## config.mk

```make
export PLATFORM = sky130hd
export DESIGN_NAME = polcache
export DESIGN_NICKNAME = d
export VERILOG_FILES = /design/src/rtl/polcache_pkg.sv /design/src/rtl/polcache_alias.sv /design/src/rtl/polcache_store.sv /design/src/rtl/polcache_fsm.sv /design/src/rtl/polcache.sv
export SDC_FILE = /design/constraint.sdc
export NUM_CORES = 2
export LEC_CHECK = 0
export ABC_AREA = 0
export ABC_CLOCK_PERIOD_IN_PS = 3800
export BUFFER_PORTS_ARGS = -buffer_cell sky130_fd_sc_hd__buf_2
export CELL_PAD_IN_SITES_DETAIL_PLACEMENT = 0
export CELL_PAD_IN_SITES_GLOBAL_PLACEMENT = 2
export CORE_MARGIN = 3
export CORE_UTILIZATION = 36
export DETAILED_ROUTE_END_ITERATION = 10
export PLACE_DENSITY = 0.59
export SLEW_MARGIN = 20
export SYNTH_ARGS = -nofsm -noshare
export SYNTH_HDL_FRONTEND = slang
export SYNTH_SLANG_ARGS = --single-unit
```

## constraint.sdc

```tcl
create_clock -name clk -period 3.8 [get_ports clk]
set_input_delay 0.19 -clock clk [delete_from_list [all_inputs] [get_ports clk]]
set_output_delay 0.19 -clock clk [all_outputs]
set_load 0.1 [all_outputs]
```

## src/rtl/polcache_pkg.sv

```systemverilog
package polcache_pkg;

  localparam logic [2:0] POL_WTNA = 3'd0;
  localparam logic [2:0] POL_WTWA = 3'd1;
  localparam logic [2:0] POL_UNC  = 3'd2;
  localparam logic [2:0] POL_WBWA = 3'd3;

  localparam logic [1:0] OP_ACCESS = 2'd0;
  localparam logic [1:0] OP_INV    = 2'd1;
  localparam logic [1:0] OP_WBINV  = 2'd2;

  typedef enum logic [1:0] {
    S_IDLE   = 2'd0,
    S_EVICT  = 2'd1,
    S_FILL   = 2'd2,
    S_BYPASS = 2'd3
  } cst_e;

  function automatic logic pol_uncached(input logic [2:0] p);
    return !(p == POL_WTNA || p == POL_WTWA || p == POL_WBWA);
  endfunction

endpackage

```

## src/rtl/polcache_alias.sv

```systemverilog
module polcache_alias (
  input  logic [31:0] vaddr,
  output logic [31:0] paddr,
  output logic        cacheable
);
  assign cacheable = (vaddr[31:29] == 3'b100);
  assign paddr     = {3'b000, vaddr[28:0]};
endmodule

```

## src/rtl/polcache_store.sv

```systemverilog
module polcache_store #(
  parameter int LINES = 16,
  parameter int WORDS = 4,
  parameter int DW    = 32,
  parameter int TW    = 21,
  localparam int IW   = $clog2(LINES),
  localparam int OW   = $clog2(WORDS)
) (
  input  logic             clk,
  input  logic             rst_n,
  input  logic [IW-1:0]    idx,
  input  logic [OW-1:0]    wsel,
  input  logic [DW-1:0]    wdata,
  input  logic [TW-1:0]    tag_in,
  input  logic             wr_word,
  input  logic             set_dirty,
  input  logic             fill_last,
  input  logic             clr_valid,
  input  logic             flush,
  output logic [TW-1:0]    rd_tag,
  output logic             rd_valid,
  output logic             rd_dirty,
  output logic [DW-1:0]    rd_word,
  output logic [LINES-1:0] valid_vec,
  output logic [LINES-1:0] dirty_vec
);
  logic [DW-1:0]    data_q [LINES][WORDS];
  logic [TW-1:0]    tag_q  [LINES];
  logic [LINES-1:0] valid_q, valid_d;
  logic [LINES-1:0] dirty_q, dirty_d;

  always_ff @(posedge clk) begin
    if (wr_word) data_q[idx][wsel] <= wdata;
  end

  always_ff @(posedge clk) begin
    if (fill_last) tag_q[idx] <= tag_in;
  end

  always_comb begin
    valid_d = valid_q;
    dirty_d = dirty_q;
    if (flush) begin
      valid_d = '0;
      dirty_d = '0;
    end else begin
      if (fill_last) begin
        valid_d[idx] = 1'b1;
        dirty_d[idx] = 1'b0;
      end
      if (set_dirty) dirty_d[idx] = 1'b1;
      if (clr_valid) begin
        valid_d[idx] = 1'b0;
        dirty_d[idx] = 1'b0;
      end
    end
  end

  always_ff @(posedge clk or negedge rst_n) begin
    if (!rst_n) begin
      valid_q <= '0;
      dirty_q <= '0;
    end else begin
      valid_q <= valid_d;
      dirty_q <= dirty_d;
    end
  end

  assign rd_tag    = tag_q[idx];
  assign rd_valid  = valid_q[idx];
  assign rd_dirty  = dirty_q[idx];
  assign rd_word   = data_q[idx][wsel];
  assign valid_vec = valid_q;
  assign dirty_vec = dirty_q;

  AST_FILL_MAKES_VALID: assert property (@(posedge clk) disable iff (!rst_n)
    (fill_last && !flush && !clr_valid) |=> valid_q[$past(idx)]);
endmodule

```

## src/rtl/polcache_fsm.sv

```systemverilog
module polcache_fsm
  import polcache_pkg::*;
#(
  parameter int LINES = 16,
  parameter int WORDS = 4,
  parameter int DW    = 32,
  parameter int TW    = 21,
  localparam int IW   = $clog2(LINES),
  localparam int OW   = $clog2(WORDS)
) (
  input  logic          clk,
  input  logic          rst_n,
  input  logic [2:0]    policy,
  input  logic          req,
  input  logic          we,
  input  logic [1:0]    op,
  input  logic          cacheable,
  input  logic [TW-1:0] a_tag,
  input  logic [IW-1:0] a_idx,
  input  logic [OW-1:0] a_word,
  input  logic [31:0]   paddr,
  input  logic [DW-1:0] cpu_wdata,
  input  logic [TW-1:0] line_tag,
  input  logic          line_valid,
  input  logic          line_dirty,
  input  logic [DW-1:0] line_word,
  input  logic          mem_ack,
  input  logic [DW-1:0] mem_rdata,
  output logic          cpu_ready,
  output logic [DW-1:0] cpu_rdata,
  output logic          mem_req,
  output logic          mem_we,
  output logic [31:0]   mem_addr,
  output logic [DW-1:0] mem_wdata,
  output logic [OW-1:0] st_wsel,
  output logic [DW-1:0] st_wdata,
  output logic          st_wr_word,
  output logic          st_set_dirty,
  output logic          st_fill_last,
  output logic          st_clr_valid,
  output logic          st_flush
);
  localparam logic [OW-1:0] LAST = OW'(WORDS - 1);

  cst_e          state_q, state_d;
  logic [OW-1:0] beat_q, beat_d;
  logic          maint_q, maint_d;
  logic          upd_q, upd_d;
  logic [2:0]    pol_q;
  logic          hit, bypass, victim_dirty;

  assign hit          = line_valid && (line_tag == a_tag);
  assign bypass       = !cacheable || pol_uncached(policy);
  assign victim_dirty = line_valid && line_dirty;
  assign st_flush     = pol_uncached(policy) && !pol_uncached(pol_q);

  always_comb begin
    state_d      = state_q;
    beat_d       = beat_q;
    maint_d      = maint_q;
    upd_d        = upd_q;
    cpu_ready    = 1'b0;
    st_wr_word   = 1'b0;
    st_set_dirty = 1'b0;
    st_fill_last = 1'b0;
    st_clr_valid = 1'b0;
    st_wsel      = a_word;
    st_wdata     = cpu_wdata;
    unique case (state_q)
      S_IDLE: begin
        if (req) begin
          if (op == OP_INV) begin
            st_clr_valid = 1'b1;
            cpu_ready    = 1'b1;
          end else if (op == OP_WBINV) begin
            if (victim_dirty) begin
              state_d = S_EVICT;
              beat_d  = '0;
              maint_d = 1'b1;
            end else begin
              st_clr_valid = 1'b1;
              cpu_ready    = 1'b1;
            end
          end else if (bypass) begin
            state_d = S_BYPASS;
            upd_d   = 1'b0;
          end else if (hit) begin
            if (!we) begin
              cpu_ready = 1'b1;
            end else if (policy == POL_WBWA) begin
              st_wr_word   = 1'b1;
              st_set_dirty = 1'b1;
              cpu_ready    = 1'b1;
            end else begin
              state_d = S_BYPASS;
              upd_d   = 1'b1;
            end
          end else if (we && policy == POL_WTNA) begin
            state_d = S_BYPASS;
            upd_d   = 1'b0;
          end else if (victim_dirty) begin
            state_d = S_EVICT;
            beat_d  = '0;
            maint_d = 1'b0;
          end else begin
            state_d = S_FILL;
            beat_d  = '0;
          end
        end
      end
      S_EVICT: begin
        st_wsel = beat_q;
        if (mem_ack) begin
          beat_d = beat_q + OW'(1);
          if (beat_q == LAST) begin
            if (maint_q) begin
              st_clr_valid = 1'b1;
              cpu_ready    = 1'b1;
              state_d      = S_IDLE;
            end else begin
              state_d = S_FILL;
            end
          end
        end
      end
      S_FILL: begin
        st_wsel  = beat_q;
        st_wdata = mem_rdata;
        if (mem_ack) begin
          st_wr_word = 1'b1;
          beat_d     = beat_q + OW'(1);
          if (beat_q == LAST) begin
            st_fill_last = 1'b1;
            state_d      = S_IDLE;
          end
        end
      end
      S_BYPASS: begin
        if (mem_ack) begin
          cpu_ready  = 1'b1;
          st_wr_word = upd_q;
          state_d    = S_IDLE;
        end
      end
      default: state_d = S_IDLE;
    endcase
  end

  always_ff @(posedge clk or negedge rst_n) begin
    if (!rst_n) begin
      state_q <= S_IDLE;
      beat_q  <= '0;
      maint_q <= 1'b0;
      upd_q   <= 1'b0;
      pol_q   <= POL_UNC;
    end else begin
      state_q <= state_d;
      pol_q   <= policy;
      if (state_d != state_q || mem_ack) begin
        beat_q  <= beat_d;
        maint_q <= maint_d;
        upd_q   <= upd_d;
      end
    end
  end

  assign mem_req   = (state_q != S_IDLE);
  assign mem_we    = (state_q == S_EVICT) || (state_q == S_BYPASS && we);
  assign mem_wdata = (state_q == S_EVICT) ? line_word : cpu_wdata;
  assign cpu_rdata = (state_q == S_BYPASS) ? mem_rdata : line_word;

  always_comb begin
    unique case (state_q)
      S_EVICT: mem_addr = {3'b000, line_tag, a_idx, beat_q, 2'b00};
      S_FILL:  mem_addr = {3'b000, a_tag, a_idx, beat_q, 2'b00};
      default: mem_addr = paddr;
    endcase
  end

  AST_WB_HIT_NO_BUS: assert property (@(posedge clk) disable iff (!rst_n)
    (state_q == S_IDLE && req && op == OP_ACCESS && cacheable && policy == POL_WBWA && hit)
    |=> !mem_req);
  AST_BUS_HOLD: assert property (@(posedge clk) disable iff (!rst_n)
    (mem_req && !mem_ack) |=> (mem_req && $stable(mem_addr) && $stable(mem_we)));
  AST_UNC_NOT_IMMEDIATE: assert property (@(posedge clk) disable iff (!rst_n)
    (state_q == S_IDLE && req && op == OP_ACCESS && bypass) |-> !cpu_ready);
endmodule

```

## src/rtl/polcache.sv

```systemverilog
module polcache
  import polcache_pkg::*;
#(
  parameter int LINES = 16,
  parameter int WORDS = 4,
  parameter int DW    = 32
) (
  input  logic          clk,
  input  logic          rst_n,
  input  logic [2:0]    policy,
  input  logic          cpu_req,
  input  logic          cpu_we,
  input  logic [1:0]    cpu_op,
  input  logic [31:0]   cpu_addr,
  input  logic [DW-1:0] cpu_wdata,
  output logic          cpu_ready,
  output logic [DW-1:0] cpu_rdata,
  output logic          mem_req,
  output logic          mem_we,
  output logic [31:0]   mem_addr,
  output logic [DW-1:0] mem_wdata,
  input  logic          mem_ack,
  input  logic [DW-1:0] mem_rdata
);
  localparam int IW = $clog2(LINES);
  localparam int OW = $clog2(WORDS);
  localparam int TW = 27 - IW - OW;

  logic [1:0]       rst_sync;
  logic             rst_sync_n;
  logic [31:0]      paddr;
  logic             cacheable;
  logic [TW-1:0]    a_tag, line_tag;
  logic [IW-1:0]    a_idx;
  logic [OW-1:0]    a_word, st_wsel;
  logic [DW-1:0]    st_wdata, line_word;
  logic             line_valid, line_dirty;
  logic             st_wr_word, st_set_dirty, st_fill_last, st_clr_valid, st_flush;
  logic [LINES-1:0] valid_vec, dirty_vec;

  always_ff @(posedge clk or negedge rst_n) begin
    if (!rst_n) rst_sync <= 2'b00;
    else        rst_sync <= {rst_sync[0], 1'b1};
  end
  assign rst_sync_n = rst_sync[1];

  polcache_alias u_alias (
    .vaddr     (cpu_addr),
    .paddr     (paddr),
    .cacheable (cacheable)
  );

  assign a_word = paddr[OW+1:2];
  assign a_idx  = paddr[IW+OW+1:OW+2];
  assign a_tag  = paddr[28:IW+OW+2];

  polcache_store #(.LINES(LINES), .WORDS(WORDS), .DW(DW), .TW(TW)) u_store (
    .clk       (clk),
    .rst_n     (rst_sync_n),
    .idx       (a_idx),
    .wsel      (st_wsel),
    .wdata     (st_wdata),
    .tag_in    (a_tag),
    .wr_word   (st_wr_word),
    .set_dirty (st_set_dirty),
    .fill_last (st_fill_last),
    .clr_valid (st_clr_valid),
    .flush     (st_flush),
    .rd_tag    (line_tag),
    .rd_valid  (line_valid),
    .rd_dirty  (line_dirty),
    .rd_word   (line_word),
    .valid_vec (valid_vec),
    .dirty_vec (dirty_vec)
  );

  polcache_fsm #(.LINES(LINES), .WORDS(WORDS), .DW(DW), .TW(TW)) u_fsm (
    .clk          (clk),
    .rst_n        (rst_sync_n),
    .policy       (policy),
    .req          (cpu_req),
    .we           (cpu_we),
    .op           (cpu_op),
    .cacheable    (cacheable),
    .a_tag        (a_tag),
    .a_idx        (a_idx),
    .a_word       (a_word),
    .paddr        (paddr),
    .cpu_wdata    (cpu_wdata),
    .line_tag     (line_tag),
    .line_valid   (line_valid),
    .line_dirty   (line_dirty),
    .line_word    (line_word),
    .mem_ack      (mem_ack),
    .mem_rdata    (mem_rdata),
    .cpu_ready    (cpu_ready),
    .cpu_rdata    (cpu_rdata),
    .mem_req      (mem_req),
    .mem_we       (mem_we),
    .mem_addr     (mem_addr),
    .mem_wdata    (mem_wdata),
    .st_wsel      (st_wsel),
    .st_wdata     (st_wdata),
    .st_wr_word   (st_wr_word),
    .st_set_dirty (st_set_dirty),
    .st_fill_last (st_fill_last),
    .st_clr_valid (st_clr_valid),
    .st_flush     (st_flush)
  );

  AST_WT_NEVER_DIRTY: assert property (@(posedge clk) disable iff (!rst_sync_n)
    ((dirty_vec & ~$past(dirty_vec)) != '0) |-> ($past(policy) == POL_WBWA));
  AST_UNC_FLUSH: assert property (@(posedge clk) disable iff (!rst_sync_n)
    (pol_uncached(policy) && !pol_uncached($past(policy))) |=> (valid_vec == '0));
  AST_WBINV_CLEARS: assert property (@(posedge clk) disable iff (!rst_sync_n)
    (cpu_ready && cpu_op == OP_WBINV) |=> !valid_vec[$past(a_idx)]);
  AST_WB_BEFORE_FILL: assert property (@(posedge clk) disable iff (!rst_sync_n)
    (mem_req && !mem_we && $past(mem_req && mem_we)) |-> $past(mem_ack));
endmodule

```

# Word level (Yosys, flattened, before mapping)
# Memories as Yosys holds them, arrays and structs flattened.
# Cells that the tools add are included.
# classes
n_lt_le_gt_ge,4
n_eq_ne,25
add_sub_neg,1
n_mux,96
bitwise,9
reduce_logical,26
# op_table
cell,n
$mux W32,6
$mux W16,10
$mux W128,1
$bmux W32 S2,1
$demux W32 S2,1
$pmux W29 S2,1
$mux W2,25
$and A16 B16 Y16,3
$mux W1,43
$or A16 B16 Y16,2
$eq A21 B21 Y1,1
$not A16 Y16,1
$reduce_and A8 Y1,2
$ne A3 B3 Y1 const B,4
$reduce_and A9 Y1,1
$bmux W1 S4,2
$eq A2 B2 Y1 const B,4
$ne A2 B2 Y1 const B,4
$pmux W2 S4,1
$logic_and A1 B1 Y1,7
$logic_or A1 B1 Y1,7
$eq A3 B1 Y1 const B,2
$eq A3 B2 Y1 const B,2
$logic_not A3 Y1,2
21 further kinds,28
# totals
wordCells,171
output_inout_bits,99
input_bits,106
ram_bits,2384
n_memories,2
reg_bits,43
# memory_table
memory,depth,word_bits,rd,rd_ports_with_merged_regs,write_ports,line,rtl
u_store.data_q,16,128,1,0,1,polcache_store.sv:27,logic [DW-1:0] data_q [LINES][WORDS];
u_store.tag_q,16,21,1,0,1,polcache_store.sv:28,logic [TW-1:0] tag_q [LINES];

# Logic depth before layout (Yosys ltp)
# depth
ltp_word,15
ltp_mapped,15
ltp_nobuf,12

# Cells and area by module
# A second synthesis with hierarchy kept.
# hier_totals
cells_unflattened,4299
area_unflattened_um2,94724.6
# by_module_without_submodules
mod,instances,seq_area_each_um2,cells_each,area_each_um2
polcache_store,1,72389.4,3911,91586.6
polcache_fsm,1,226.5,351,2827.7
polcache_alias,1,0.0,34,256.5
polcache,1,50.0,3,53.8

# Least setup slack after synthesis
# Ideal clock, no wire load.
# synth_path
path_kind,input to register
from,input port cpu_addr[4]
to,memory u_store.data_q[13][100] (netlist name) (enable)
n_path_buf,4
required_time_ns,3.379
setup_time_ns,0.421
stages,13
path_slack_ns,-0.720
arrival_time_ns,4.099
path_cell_list,buf_6 -> buf_6 -> buf_6 -> mux2i_1 -> o221ai_1 -> a221oi_2 -> a2bb2oi_1 -> or3_1 -> nand4bb_4 -> nor2_8 -> o2111ai_4 -> buf_2 -> nor2_1
# synth_between
elab_chain_len,11
elab_cells_between_ends,13
classes_between,eq/ne: 1; mux: 10; reduce/logical: 1; memory: 1
# synth_lines
item,line,rtl
from (decl),polcache.sv:14,"input logic [31:0] cpu_addr,"
$mem_v2 Z16 W21 / $bmux W1 S4 (equally long branches),-,
$eq A21 B21 Y1 / $mux W1 (equally long branches),"polcache_fsm.sv:52, polcache_store.sv:70",
$logic_and A1 B1 Y1,polcache_fsm.sv:52,assign hit = line_valid && (line_tag == a_tag);
$mux W1,polcache_fsm.sv:87,end else if (hit) begin
$mux W1,polcache_fsm.sv:84,end else if (bypass) begin
$mux W1,polcache_fsm.sv:75,end else if (op == OP_WBINV) begin
$mux W1,polcache_fsm.sv:72,if (op == OP_INV) begin
$mux W1,polcache_fsm.sv:71,if (req) begin
$pmux W1 S3,polcache_fsm.sv:69,unique case (state_q)
$mux W1,polcache_store.sv:33,if (wr_word) data_q[idx][wsel] <= wdata;
$mux W128 (not written as such),polcache_store.sv:33,
to (decl),polcache_store.sv:27,
# Several ways; a longest one is shown, not always the timed one. The select of a mux whose other input is x is not followed.

# Worst setup path in the final report
# layout_path
from,memory u_store.tag_q[15][15]
to,output port cpu_ready
# layout_between
elab_chain_len,9
# layout_lines
item,line,rtl
from (decl),polcache_store.sv:28,
$mem_v2 Z16 W21,-,
$eq A21 B21 Y1,polcache_fsm.sv:52,
$logic_and A1 B1 Y1,polcache_fsm.sv:52,
$mux W1,polcache_fsm.sv:87,
$mux W1,polcache_fsm.sv:84,
$mux W1,polcache_fsm.sv:75,
$mux W1,polcache_fsm.sv:72,
$mux W1,polcache_fsm.sv:71,
$pmux W1 S3,polcache_fsm.sv:69,
to (decl),polcache.sv:16,"output logic cpu_ready,"
# Every way passes these cells.

==> results by group <==
Hold path
  • Worst Hold Launch: cpu_op[0]
  • Hold path endpoint: u_fsm.maint_q$_DFFE_PN0P_
  • Hold WC Path Type: in2reg
  • Worst hold path depth: 3

Setup path
  • Worst R2R Path Depth: 14
  • Worst r2r dst: u_store.data_q[9][87]$_DFFE_PP_
  • CP Class: reg2out
  • Reg2Reg Launch Point: u_store.tag_q[15][15]$_DFFE_PP_
  • Worst path required time: around 3.6 ns
  • Crit path DAT: approximately 3.6 ns
  • Worst Setup End Kind: output port
  • Setup crit start kind: flop
  • R2r setup slk: 0.13 ns
  • Critical path fanouts, max: 2

Yosys
  • Cell variety after synth: ~80
  • Top_reg_cell synth: edfxtp_1
  • Area contributors post-synth: edfxtp_1 (75%), mux4_2 (16%), mux2_2 (1.5%)
  • YS warnings: 0
  • EDFF count, synth: 2,384
  • Synth Register Bits: between 2k and 2.5k
  • Area share of the largest cell type after synthesis: 0.746
  • Synth Instances: 4,337
  • Sequential fraction of the synthesis area: 0.757
  • Area leader, netlist: edfxtp_1
  • Post-Syn Area: 0.0959 mm2
  • Syn_area_per_cell: between 20 and 25 um2
  • Async S/R FF share, synth: 0.0177

GRT
  • Vias in the first global route: 50.9k
  • Grt met1 use: 0.308
  • GR Util met3: 0.0273
  • Largest net degree at the start of global routing: 80
  • GRT busiest layer: met2
  • Initial antenna violation count: 13
  • Global-route wire length before repair: 409 mm
  • Grt ovf: 0
  • GR Layer Usage met2: 0.349
  • Overall routing resource usage: 0.214

STA
  • Highest clock rate: 0.261 GHz
  • Setup slack after layout: -0.0347 ns
  • Worst Tran Pin Value: 1.09 ns
  • Period utilisation layout: 1.01
  • Clock period minus worst slack: 3.83 ns
  • RSZ-0062 raised after global routing: yes
  • Clock Skew: 0.0845 ns
  • Final Setup Violations: 1
  • Worst slew margin: 0.273
  • Fin. max-slew vios: 0
  • Fin Setup TNS: -0.0347 ns
  • Fin Hold WS: slightly above 0.07 ns
  • Final Hold Vio Count: 0

Run
  • Number of max-cap violations: 0

Placement
  • Routability congestion estimate: 0.792
  • DP HPWL: 185 mm
  • Buffers on Ports: 201
  • DP Cell Count: 8,419

Pwr
  • Power Density: 638 mW/mm2
  • Pleak: 0.0385 uW
  • Maximum vdd drop: around 2200 uV

Route
  • DRC: 0
  • WL final: 295 mm
  • Wire per inst: about 33 um
  • Post-DRT Antenna Nets: 0
  • Post-DR vias/cell: around 5.5
  • DR vias: around 50k
  • Pre-antenna DRT Iters: 7
  • Detailed router's first-iteration violation count: approximately 5.3k

Die
  • Starting Density: 0.364
  • Top Ports: 205
  • Core region area: 0.264 mm2
  • Chip Width: 522 um
  • Die ar.: 0.273 mm2
  • Die Span Y: 522 um
  • Rows: 188

Cells and area
  • Area grow syn2layout: 23.9%
  • Layout Cells excl Fill: roughly 9k
  • Final core occ: 0.451
  • Final #Nets: 5,363
  • Layout cells sized above 1: 0.407

Clock tree
  • Total clock sinks: roughly 2.4k
  • Clk buf depth: 4
  • Root Buffer: clkbuf_16
  • Clk slew on worst S/H paths: 0.06 ns
  • CTS tree: done
  • Cts bufs inserted: 273
  • H-tree depth: 5
  • Worst-Skew Late Latency: 0.84 ns

Outcome
  • Failing checks: negative setup slack
  • Status: complete, but fails checks
worst max-delay path by stage:
| stage | cells past startpoint | slack [ns] | to | from |
|---|---|---|---|---|
| 2_1_floorplan | 12 | -0.56 | u_store.data_q[0][100]$_DFFE_PP_ | cpu_addr[4] |
| 3_3_place_gp | 14 | -0.38 | u_store.data_q[1][106]$_DFFE_PP_ | cpu_addr[4] |
| 3_5_place_dp | 14 | -0.36 | u_store.data_q[1][106]$_DFFE_PP_ | cpu_addr[4] |
| 4_1_cts | 13 | -0.16 | cpu_ready | u_store.tag_q[11][6]$_DFFE_PP_ |
| 5_1_grt | 12 | -0.22 | cpu_ready | u_store.tag_q[15][15]$_DFFE_PP_ |
| 6_report | 12 | -0.03 | cpu_ready | u_store.tag_q[15][15]$_DFFE_PP_ |
repair_timing:
item | 4_1_cts | 5_1_grt
cloned | 8 | 4
hold buffers | 34 | 0
pin swaps | 14 | 14
setup buffers | 25 | 5
setup endpoints to repair | 305 | 139
resized for setup | 242 | 41
hold endpoints to repair | 373 | 0
logic make-up after synthesis:
family	Yosys count	synth area share
AOI/OAI and AO/OA	231	0.0166
xor gates and xnor gates	23	0.00210
adders and majority gates	5	0.000652
buffers and inverters	256	0.0126
DFF	2427	0.757
muxes	899	0.187
other	2	0.0000783
and+or+nand+nor	494	0.0234
power breakdown:
group / leakage (uW) / internal, uW / total (uW) / switching, uW
combinational: 0.0125 / 5360 / 19400 / 14000
clock: 0.00404 / 14500 / 24900 / 10300
sequential: 0.0220 / 31500 / 31600 / 68.6
total: 0.0385 / 51400 / 75800 / 24400
metal layers:
metal | share of wire | wire length (um)
met2 | 0.49 | 144000
met3 | 0.055 | 16300
met1 | 0.43 | 128000
met5 | 0 | 0
met4 | 0.023 | 6780
layout make-up:
class | instances | area (um2)
Antenna cell | 10 | 25.0
Clock buffer | 347 | 7280
Clock inverter | 124 | 1010
Fill cell | 22200 | 145000
Inverter | 14 | 60.1
Multi-Input combinational cell | 1656 | 23400
Sequential cell | 2427 | 72700
Tap cell | 3515 | 4400
Timing Repair Buffer | 880 | 10000
critical path: stages (launching register included):
cell and delay, ns:
edfxtp_1 0.37, mux2i_1 0.23, mux4_2 0.30, nor2_1 0.06
nor4_1 0.43, a2bb2oi_2 0.11, or3_4 0.42, nand4b_4 0.24
nor2_4 0.14, a31oi_4 0.10, nor2_1 0.10, buf_4 0.15
buf_12 0.17
sequential cells by signal (all words and copies together), names as in the netlist:
name               cells
u_fsm.beat_q           2
u_fsm.upd_q            1
u_fsm.maint_q          1
u_store.valid_vec     16
u_fsm.state_q          2
u_store.data_q      2048
rst_sync               2
u_store.tag_q        336
u_fsm.pol_q            3
u_store.dirty_vec     16
cells in the final DEF (no fill, tap or decap), types with 18 or more instances in the layout:
cell type      Yosys  layout
a22o_1            18      18
a21oi_1           39      39
nand3_1           25      24
clkinv_2           0      34
buf_6              8      35
o21ai_0           57      55
a31oi_4            0      24
nor2_4             0      81
and3_1            36      24
mux4_2           701     701
clkbuf_1         118      65
dlygate4sd3_1      0      34
nand2_1          201     188
dfrtp_1           42      41
nor2_1           150      69
nor2b_1           18      18
buf_2             74     132
clkinv_1           1      60
clkbuf_16          0     284
buf_12             3     234
mux2i_1           68      63
buf_4             13     409
edfxtp_1        2384    2384
mux2_2           125     115
synth_stat cells (10+ instances only):
cell,number
buf_4,13
nor2b_1,18
mux2i_1,68
xnor2_1,14
buf_2,74
o21ai_0,57
mux4_2,701
and3_1,36
nand3_1,25
nand2b_1,10
buf_1,25
nor2_1,150
mux2_2,125
dfrtp_1,42
o22ai_1,12
a31oi_1,35
inv_1,11
clkbuf_1,118
a22oi_1,15
edfxtp_1,2384
nand2_1,201
nor3_1,16
a21oi_1,39
a22o_1,18
stage by stage:
step                power, uW  area (um2)  setup WS (ns)
floorplan               42400       96200         -0.558
global placement        49400      108000         -0.382
detailed placement      49400      108000         -0.359
CTS                     76300      119000         -0.159
global route            78200      119000         -0.221
finish                  75800      119000        -0.0347
(Power assumes the default switching activity.)
